`src/rtl/msu_pkg.sv`:
```
package msu_pkg;

   localparam int MSG_LEN = 14;
   localparam int CHR_W   = $clog2(MSG_LEN);

   typedef enum logic [2:0] {
      ST_IDLE,
      ST_LEAD,
      ST_START,
      ST_DATA,
      ST_STOP,
      ST_GAP
   } seg_e;

   function automatic logic [7:0] msg_byte(input logic [CHR_W-1:0] idx);
      logic [7:0] b;
      case (idx)
         4'd0:    b = 8'd72;
         4'd1:    b = 8'd101;
         4'd2:    b = 8'd108;
         4'd3:    b = 8'd108;
         4'd4:    b = 8'd111;
         4'd5:    b = 8'd32;
         4'd6:    b = 8'd87;
         4'd7:    b = 8'd111;
         4'd8:    b = 8'd114;
         4'd9:    b = 8'd108;
         4'd10:   b = 8'd100;
         4'd11:   b = 8'd33;
         4'd12:   b = 8'd13;
         default: b = 8'd10;
      endcase
      return b;
   endfunction

endpackage

```
`src/rtl/msu_sync.sv`:
```
module msu_sync #(
   parameter int STAGES = 2
) (
   input  logic clk,
   input  logic rst,
   input  logic d_i,
   output logic q_o
);
   logic [STAGES-1:0] chain_q;

   generate
      if (STAGES < 2) begin : g_bad
         $error("msu_sync needs at least two stages");
      end
      for (genvar k = 0; k < STAGES; k++) begin : g_stage
         always_ff @(posedge clk) begin
            if (rst) chain_q[k] <= 1'b0;
            else if (k == 0) chain_q[k] <= d_i;
            else chain_q[k] <= chain_q[(k == 0) ? 0 : k-1];
         end
      end
   endgenerate

   assign q_o = chain_q[STAGES-1];
endmodule

```
`src/rtl/msu_timer.sv`:
```
module msu_timer #(
   parameter int W = 8
) (
   input  logic         clk,
   input  logic         rst,
   input  logic         load_i,
   input  logic [W-1:0] val_i,
   output logic         done_o
);
   logic [W-1:0] cnt_q;

   always_ff @(posedge clk) begin
      if (rst)                cnt_q <= '0;
      else if (load_i)        cnt_q <= val_i;
      else if (cnt_q != '0)   cnt_q <= cnt_q - 1'b1;
   end

   assign done_o = (cnt_q == '0);
endmodule

```
`src/rtl/msg_uart_sender.sv`:
```
module msg_uart_sender #(
   parameter int CLK_HZ      = 50_000_000,
   parameter int BIT_US      = 9,
   parameter int LEAD_US     = 17,
   parameter int GAP_US      = 50_000,
   parameter int SYNC_STAGES = 2
) (
   input  logic clk,
   input  logic rst,
   input  logic btn_i,
   output logic tx_o,
   output logic busy_o
);
   import msu_pkg::*;

   localparam int CYC_PER_US = CLK_HZ / 1_000_000;
   localparam int BIT_CYC    = CYC_PER_US * BIT_US;
   localparam int LEAD_CYC   = CYC_PER_US * LEAD_US;
   localparam int GAP_CYC    = CYC_PER_US * GAP_US;
   localparam int MAX_CYC    = (GAP_CYC > LEAD_CYC) ?
                               ((GAP_CYC > BIT_CYC) ? GAP_CYC : BIT_CYC) :
                               ((LEAD_CYC > BIT_CYC) ? LEAD_CYC : BIT_CYC);
   localparam int CW         = $clog2(MAX_CYC + 1);
   localparam logic [CHR_W-1:0] LAST_CHR = CHR_W'(MSG_LEN - 1);

   generate
      if (CLK_HZ % 1_000_000 != 0 || CLK_HZ < 1_000_000) begin : g_bad_clk
         $error("CLK_HZ must be a whole number of MHz");
      end
      if (BIT_US < 1 || LEAD_US < 1 || GAP_US < 1) begin : g_bad_time
         $error("all interval lengths must be at least 1 us");
      end
   endgenerate

   logic          btn_s;
   logic          seg_end;
   logic          load;
   logic [CW-1:0] load_val;

   seg_e             st_q, st_n;
   logic [CHR_W-1:0] chr_q, chr_n;
   logic [2:0]       bit_q, bit_n;
   logic             tx_q, tx_n;
   logic [7:0]       byte_n;

   msu_sync #(.STAGES(SYNC_STAGES)) u_sync (
      .clk(clk), .rst(rst), .d_i(btn_i), .q_o(btn_s)
   );

   msu_timer #(.W(CW)) u_tmr (
      .clk(clk), .rst(rst), .load_i(load), .val_i(load_val), .done_o(seg_end)
   );

   always_comb begin
      st_n     = st_q;
      chr_n    = chr_q;
      bit_n    = bit_q;
      load     = 1'b0;
      load_val = CW'(BIT_CYC - 1);
      case (st_q)
         ST_IDLE: if (btn_s) begin
            st_n     = ST_LEAD;
            chr_n    = '0;
            load     = 1'b1;
            load_val = CW'(LEAD_CYC - 1);
         end
         ST_LEAD: if (seg_end) begin
            st_n = ST_START;
            load = 1'b1;
         end
         ST_START: if (seg_end) begin
            st_n  = ST_DATA;
            bit_n = '0;
            load  = 1'b1;
         end
         ST_DATA: if (seg_end) begin
            load = 1'b1;
            if (bit_q == 3'd7) st_n = ST_STOP;
            else bit_n = bit_q + 3'd1;
         end
         ST_STOP: if (seg_end) begin
            st_n     = ST_GAP;
            load     = 1'b1;
            load_val = CW'(GAP_CYC - 1);
         end
         ST_GAP: if (seg_end) begin
            if (chr_q != LAST_CHR) begin
               st_n     = ST_LEAD;
               chr_n    = chr_q + 1'b1;
               load     = 1'b1;
               load_val = CW'(LEAD_CYC - 1);
            end else if (btn_s) begin
               st_n     = ST_LEAD;
               chr_n    = '0;
               load     = 1'b1;
               load_val = CW'(LEAD_CYC - 1);
            end else begin
               st_n = ST_IDLE;
            end
         end
         default: st_n = ST_IDLE;
      endcase
   end

   always_comb begin
      byte_n = msg_byte(chr_n);
      case (st_n)
         ST_START: tx_n = 1'b0;
         ST_DATA:  tx_n = byte_n[bit_n];
         default:  tx_n = 1'b1;
      endcase
   end

   always_ff @(posedge clk) begin
      if (rst) begin
         st_q  <= ST_IDLE;
         chr_q <= '0;
         bit_q <= '0;
         tx_q  <= 1'b1;
      end else begin
         st_q  <= st_n;
         chr_q <= chr_n;
         bit_q <= bit_n;
         tx_q  <= tx_n;
      end
   end

   assign tx_o   = tx_q;
   assign busy_o = (st_q != ST_IDLE);
endmodule

```
`config.mk`:
```
export PLATFORM = sky130hd
export DESIGN_NAME = msg_uart_sender
export DESIGN_NICKNAME = d
export VERILOG_FILES = /design/src/rtl/msu_pkg.sv /design/src/rtl/msu_sync.sv /design/src/rtl/msu_timer.sv /design/src/rtl/msg_uart_sender.sv
export SDC_FILE = /design/constraint.sdc
export NUM_CORES = 1
export LEC_CHECK = 0
export BUFFER_PORTS_ARGS = -buffer_cell sky130_fd_sc_hd__buf_2
export CORE_UTILIZATION = 49
export CTS_BUF_LIST = sky130_fd_sc_hd__clkbuf_2
export CTS_CLUSTER_DIAMETER = 60
export CTS_CLUSTER_SIZE = 8
export DETAILED_ROUTE_END_ITERATION = 7
export PLACE_DENSITY = 0.71
export SLEW_MARGIN = 20
export SYNTH_ARGS = -nofsm -noshare
export SYNTH_HDL_FRONTEND = slang
export SYNTH_SLANG_ARGS = --single-unit
```
`constraint.sdc`:
```
create_clock -name clk -period 4.2 [get_ports clk]
set_clock_uncertainty 0.05 [all_clocks]
set_input_delay 1.26 -clock clk [delete_from_list [all_inputs] [get_ports clk]]
set_output_delay 1.26 -clock clk [all_outputs]
set_load 0.005 [all_outputs]
```
==> summary.md <==
| Metric | Value |
|---|---|
| Number of gates given a new drive strength after cts | 0 |
| Highest net fanout along the worst path | 8 |
| Via count | 1,951 |
| Multi-input logic area | 0.00135 sq mm |
| TritonCTS buffer count | 5 |
| Combinational family with the most area after synthesis | simple AND/OR/NAND/NOR gates |
| Deepest clock path buffer count | 2 |
| Register cell area after layout | 701 sq um |
| All-layer global routing usage | 23.8% |
| Final cycle utilization of the critical path | 89.9% |
| Synthesized netlist net count | 286 |
| Maximum clock rate | 0.265 GHz |
| Number of nets at the end of the flow | 286 |
| Die Width | 68.3 um |
| Type of the worst setup path | reg2reg |
| Vias in the first global route | 1,746 |
| Post-synthesis async set-or-reset flop share | 0% |
| Post-synthesis area per instance | 7.89 sq um |
| Reported max-cap violation count | 0 |
| Number of antenna violations at the first check in global routing | 0 |
| Post-synthesis simple-gate area fraction | 29.2% |
| List of most frequent post-synthesis cells | sky130_fd_sc_hd__dfxtp_1 (35), sky130_fd_sc_hd__nor2_1 (34), sky130_fd_sc_hd__a21oi_1 (25) |
| Clock Sink Count | 35 |
| Detailed router's first-iteration violation count | 100 |
| Mean routed wirelength per cell | 15.2 um |
| Antenna Cells | 0 |
| Final-report max-slew violation count | 0 |
| Clk root buf | sky130_fd_sc_hd__clkbuf_2 |
| Synthesized cell area | 0.00215 sq mm |
| Register bit total from synthesis | 35 |
| Proportion of synthesized area in mux cells | 0.465% |
| RSZ-0062 raised after global routing | no |
| Xor/xnor cell area share of the yosys netlist | 6.50% |
| Worst endpoint data arrival time | 4.08 ns |
| Fraction of synthesized cell area taken by the top area cell type | 32.5% |
| Number of levels the H-tree was split into | 2 |
| Final setup violation count | 0 |
| Category of the worst setup path launch point | register |
| Synthesized-area fraction occupied by adder cells | 5.81% |
| Hold/Removal Path Class | reg2reg |
| Relative slew slack | 54.9% |
| Hold Vio Cnt, Final | 0 |
| Dominant cell type by area after synthesis | sky130_fd_sc_hd__dfxtp_1 |
| Slew at the pin closest to its max-slew limit | 0.677 ns |
| Remaining routing DRC violations | 0 |
| Final core utilization | 55.6% |
| Post-CTS setup buffers | 0 |
| Number of different library cells in the post-synthesis netlist | 56 |
| Layout Area Growth over Synthesis | 6.16% |
| Worst-Skew Late Latency | 0.41 ns |
| Largest net degree at the start of global routing | 24 |
| Hold_buf cts | 0 |
| Hold Crit Depth | 1 |
| Dominant register cell in the synthesized netlist | sky130_fd_sc_hd__dfxtp_1 |
| Post-DP HPWL | 3600 um |
| R2R cell count | 14 |
| Data required time at the worst endpoint | 4.50 ns |
| Status | finished clean |
| Instance count of the mapped netlist | 273 |
| Lkg Pwr | 0.889 nW |
| Global-route wire length before repair | 8220 um |
| Post-route antenna net violation count | 0 |
| Yosys warning total | 0 |
| Time the worst path needs with I/O delays and setup | 3.78 ns |
| EDFF count, synth | 0 |
| Maximum resistive drop on vdd | 0.000216 V |
| Number of iterations in the first detailed-routing pass | 4 |
| Number of cell rows | 23 |
| Clock transition at the registers of the reported paths | 0.20 ns |
| Power per cell area | 660 mW/mm^2 |
| Fraction of the yosys area taken by sequential cells | 32.5% |
| Synth area leaders | sky130_fd_sc_hd__dfxtp_1 (33%), sky130_fd_sc_hd__nor2_1 (5.9%), sky130_fd_sc_hd__a21oi_1 (5.8%) |
| Via-to-Cell Ratio | 6.02 |
| Fraction of final layout cells with drive strength greater than 1 | 7.66% |
| Boundary Pins | 5 |
| Count of buffers from port buffering | 4 |
| Initial standard-cell utilization of the core | 52.4% |
| Filler cell count in the final layout | 395 |
| Remaining Overflow, GRT | 0 |
| CTS tree | yes |
| Synth Area in Compound Gates | 20.9% |
| Total Die Area | 0.00467 sq mm |
| Total Neg Setup Slack | 0 ns |
| Vertical extent of the die | 68.3 um |
| Nature of the critical path endpoint | register |
| Sum of routed wire length over all layers | 4940 um |
| Routability congestion estimate | 0.881 |
| Floorplan core area | 0.00412 sq mm |
| Dominant cell by count in the synthesized netlist | sky130_fd_sc_hd__dfxtp_1 |
[cells by family after synthesis]
logic type | count (synthesis)
and+or+nand+nor | 121
DFF | 35
AOI/OAI and AO/OA | 66
muxes | 1
adders and majority gates | 10
xor gates and xnor gates | 16
buffers and inverters | 24
[flip-flops by register name, indices dropped and copies added (netlist names)]
signal / flops
u_tmr.cnt_q: 22
u_sync.chain_q: 1
tx_o: 1
u_sync.q_o: 1
st_q: 3
chr_q: 4
bit_q: 3
[final timing paths]
path,start,end,slack (ns)
setup / recovery,u_tmr.cnt_q[18],tx_o,0.42
hold / removal,u_sync.chain_q[0],u_sync.q_o,0.42
setup reg to reg,u_tmr.cnt_q[18],tx_o,0.42
hold reg to reg,u_sync.chain_q[0],u_sync.q_o,0.42
[layout make-up]
type	count	area share [%]
Clock inverter	2	2.63
Timing Repair Buffer	7	1.86
Inverter	10	1.64
Clock buffer	6	1.31
Sequential cell	35	30.6
Tap cell	50	2.74
Multi-Input combinational cell	214	59.2
[cell usage in the layout (no fill, tap or decap), types with 3 or more instances in the layout]
cell / instances
sky130_fd_sc_hd__inv_1: 10
sky130_fd_sc_hd__xor2_1: 6
sky130_fd_sc_hd__or3_1: 4
sky130_fd_sc_hd__clkbuf_2: 6
sky130_fd_sc_hd__nor2b_1: 3
sky130_fd_sc_hd__o311ai_0: 3
sky130_fd_sc_hd__nand3_1: 7
sky130_fd_sc_hd__o21ai_0: 4
sky130_fd_sc_hd__nor2_1: 34
sky130_fd_sc_hd__or4_1: 5
sky130_fd_sc_hd__buf_2: 4
sky130_fd_sc_hd__buf_4: 3
sky130_fd_sc_hd__nand2_1: 19
sky130_fd_sc_hd__nand2b_1: 4
sky130_fd_sc_hd__nor3_1: 14
sky130_fd_sc_hd__o31ai_1: 3
sky130_fd_sc_hd__or2_2: 3
sky130_fd_sc_hd__ha_1: 10
sky130_fd_sc_hd__nor4_1: 9
sky130_fd_sc_hd__a21o_1: 3
sky130_fd_sc_hd__dfxtp_1: 35
sky130_fd_sc_hd__xnor2_1: 10
sky130_fd_sc_hd__a21oi_1: 25
[power breakdown]
part	switching (W)	internal, W	total [W]
logic	0.000398	0.000299	0.000698
clock network	0.000123	0.000163	0.000286
registers	0.000102	0.000423	0.000525
[stage by stage]
step | instance area (sq um) | power [W] | setup WS (ns) | cells | hold WS [ns]
3_5_place_dp | 2200 | 0.00122 | 0.464 | 316 | 0.393
3_3_place_gp | 2200 | 0.00122 | 0.576 | 316 | 0.365
6_report | 2290 | 0.00151 | 0.423 | 324 | 0.419
5_1_grt | 2290 | 0.00161 | 0.0350 | 324 | 0.446
4_1_cts | 2290 | 0.00151 | 0.395 | 324 | 0.420
2_1_floorplan | 2150 | 0.00106 | 0.591 | 273 | 0.364
[routing by layer]
layer | wire length (um) | part of all wire, % | vias to the layer above | global-route usage, %
met2 | 2370 | 48 | 40 | 39.3
met1 | 2290 | 46 | 900 | 30.4
li1 | - | - | 1003 | -
met5 | 0 | 0 | - | 0
met3 | 221 | 4.5 | 8 | 5.33
met4 | 65 | 1.3 | 0 | 7.55
[critical path: stages (launching register included)]
cell,delay [ns]
sky130_fd_sc_hd__dfxtp_1,0.37
sky130_fd_sc_hd__or4_1,0.67
sky130_fd_sc_hd__or2_1,0.35
sky130_fd_sc_hd__nor2_1,0.12
sky130_fd_sc_hd__buf_4,0.16
sky130_fd_sc_hd__nand2_1,0.06
sky130_fd_sc_hd__a2bb2oi_1,0.13
sky130_fd_sc_hd__nor2_1,0.06
sky130_fd_sc_hd__a31oi_1,0.41
sky130_fd_sc_hd__inv_1,0.16
sky130_fd_sc_hd__ha_1,0.23
sky130_fd_sc_hd__nor2_1,0.19
sky130_fd_sc_hd__a2111oi_0,0.09
sky130_fd_sc_hd__a2111oi_0,0.45
sky130_fd_sc_hd__o31a_1,0.19
Note: power is estimated with default switching activity, not from simulation.
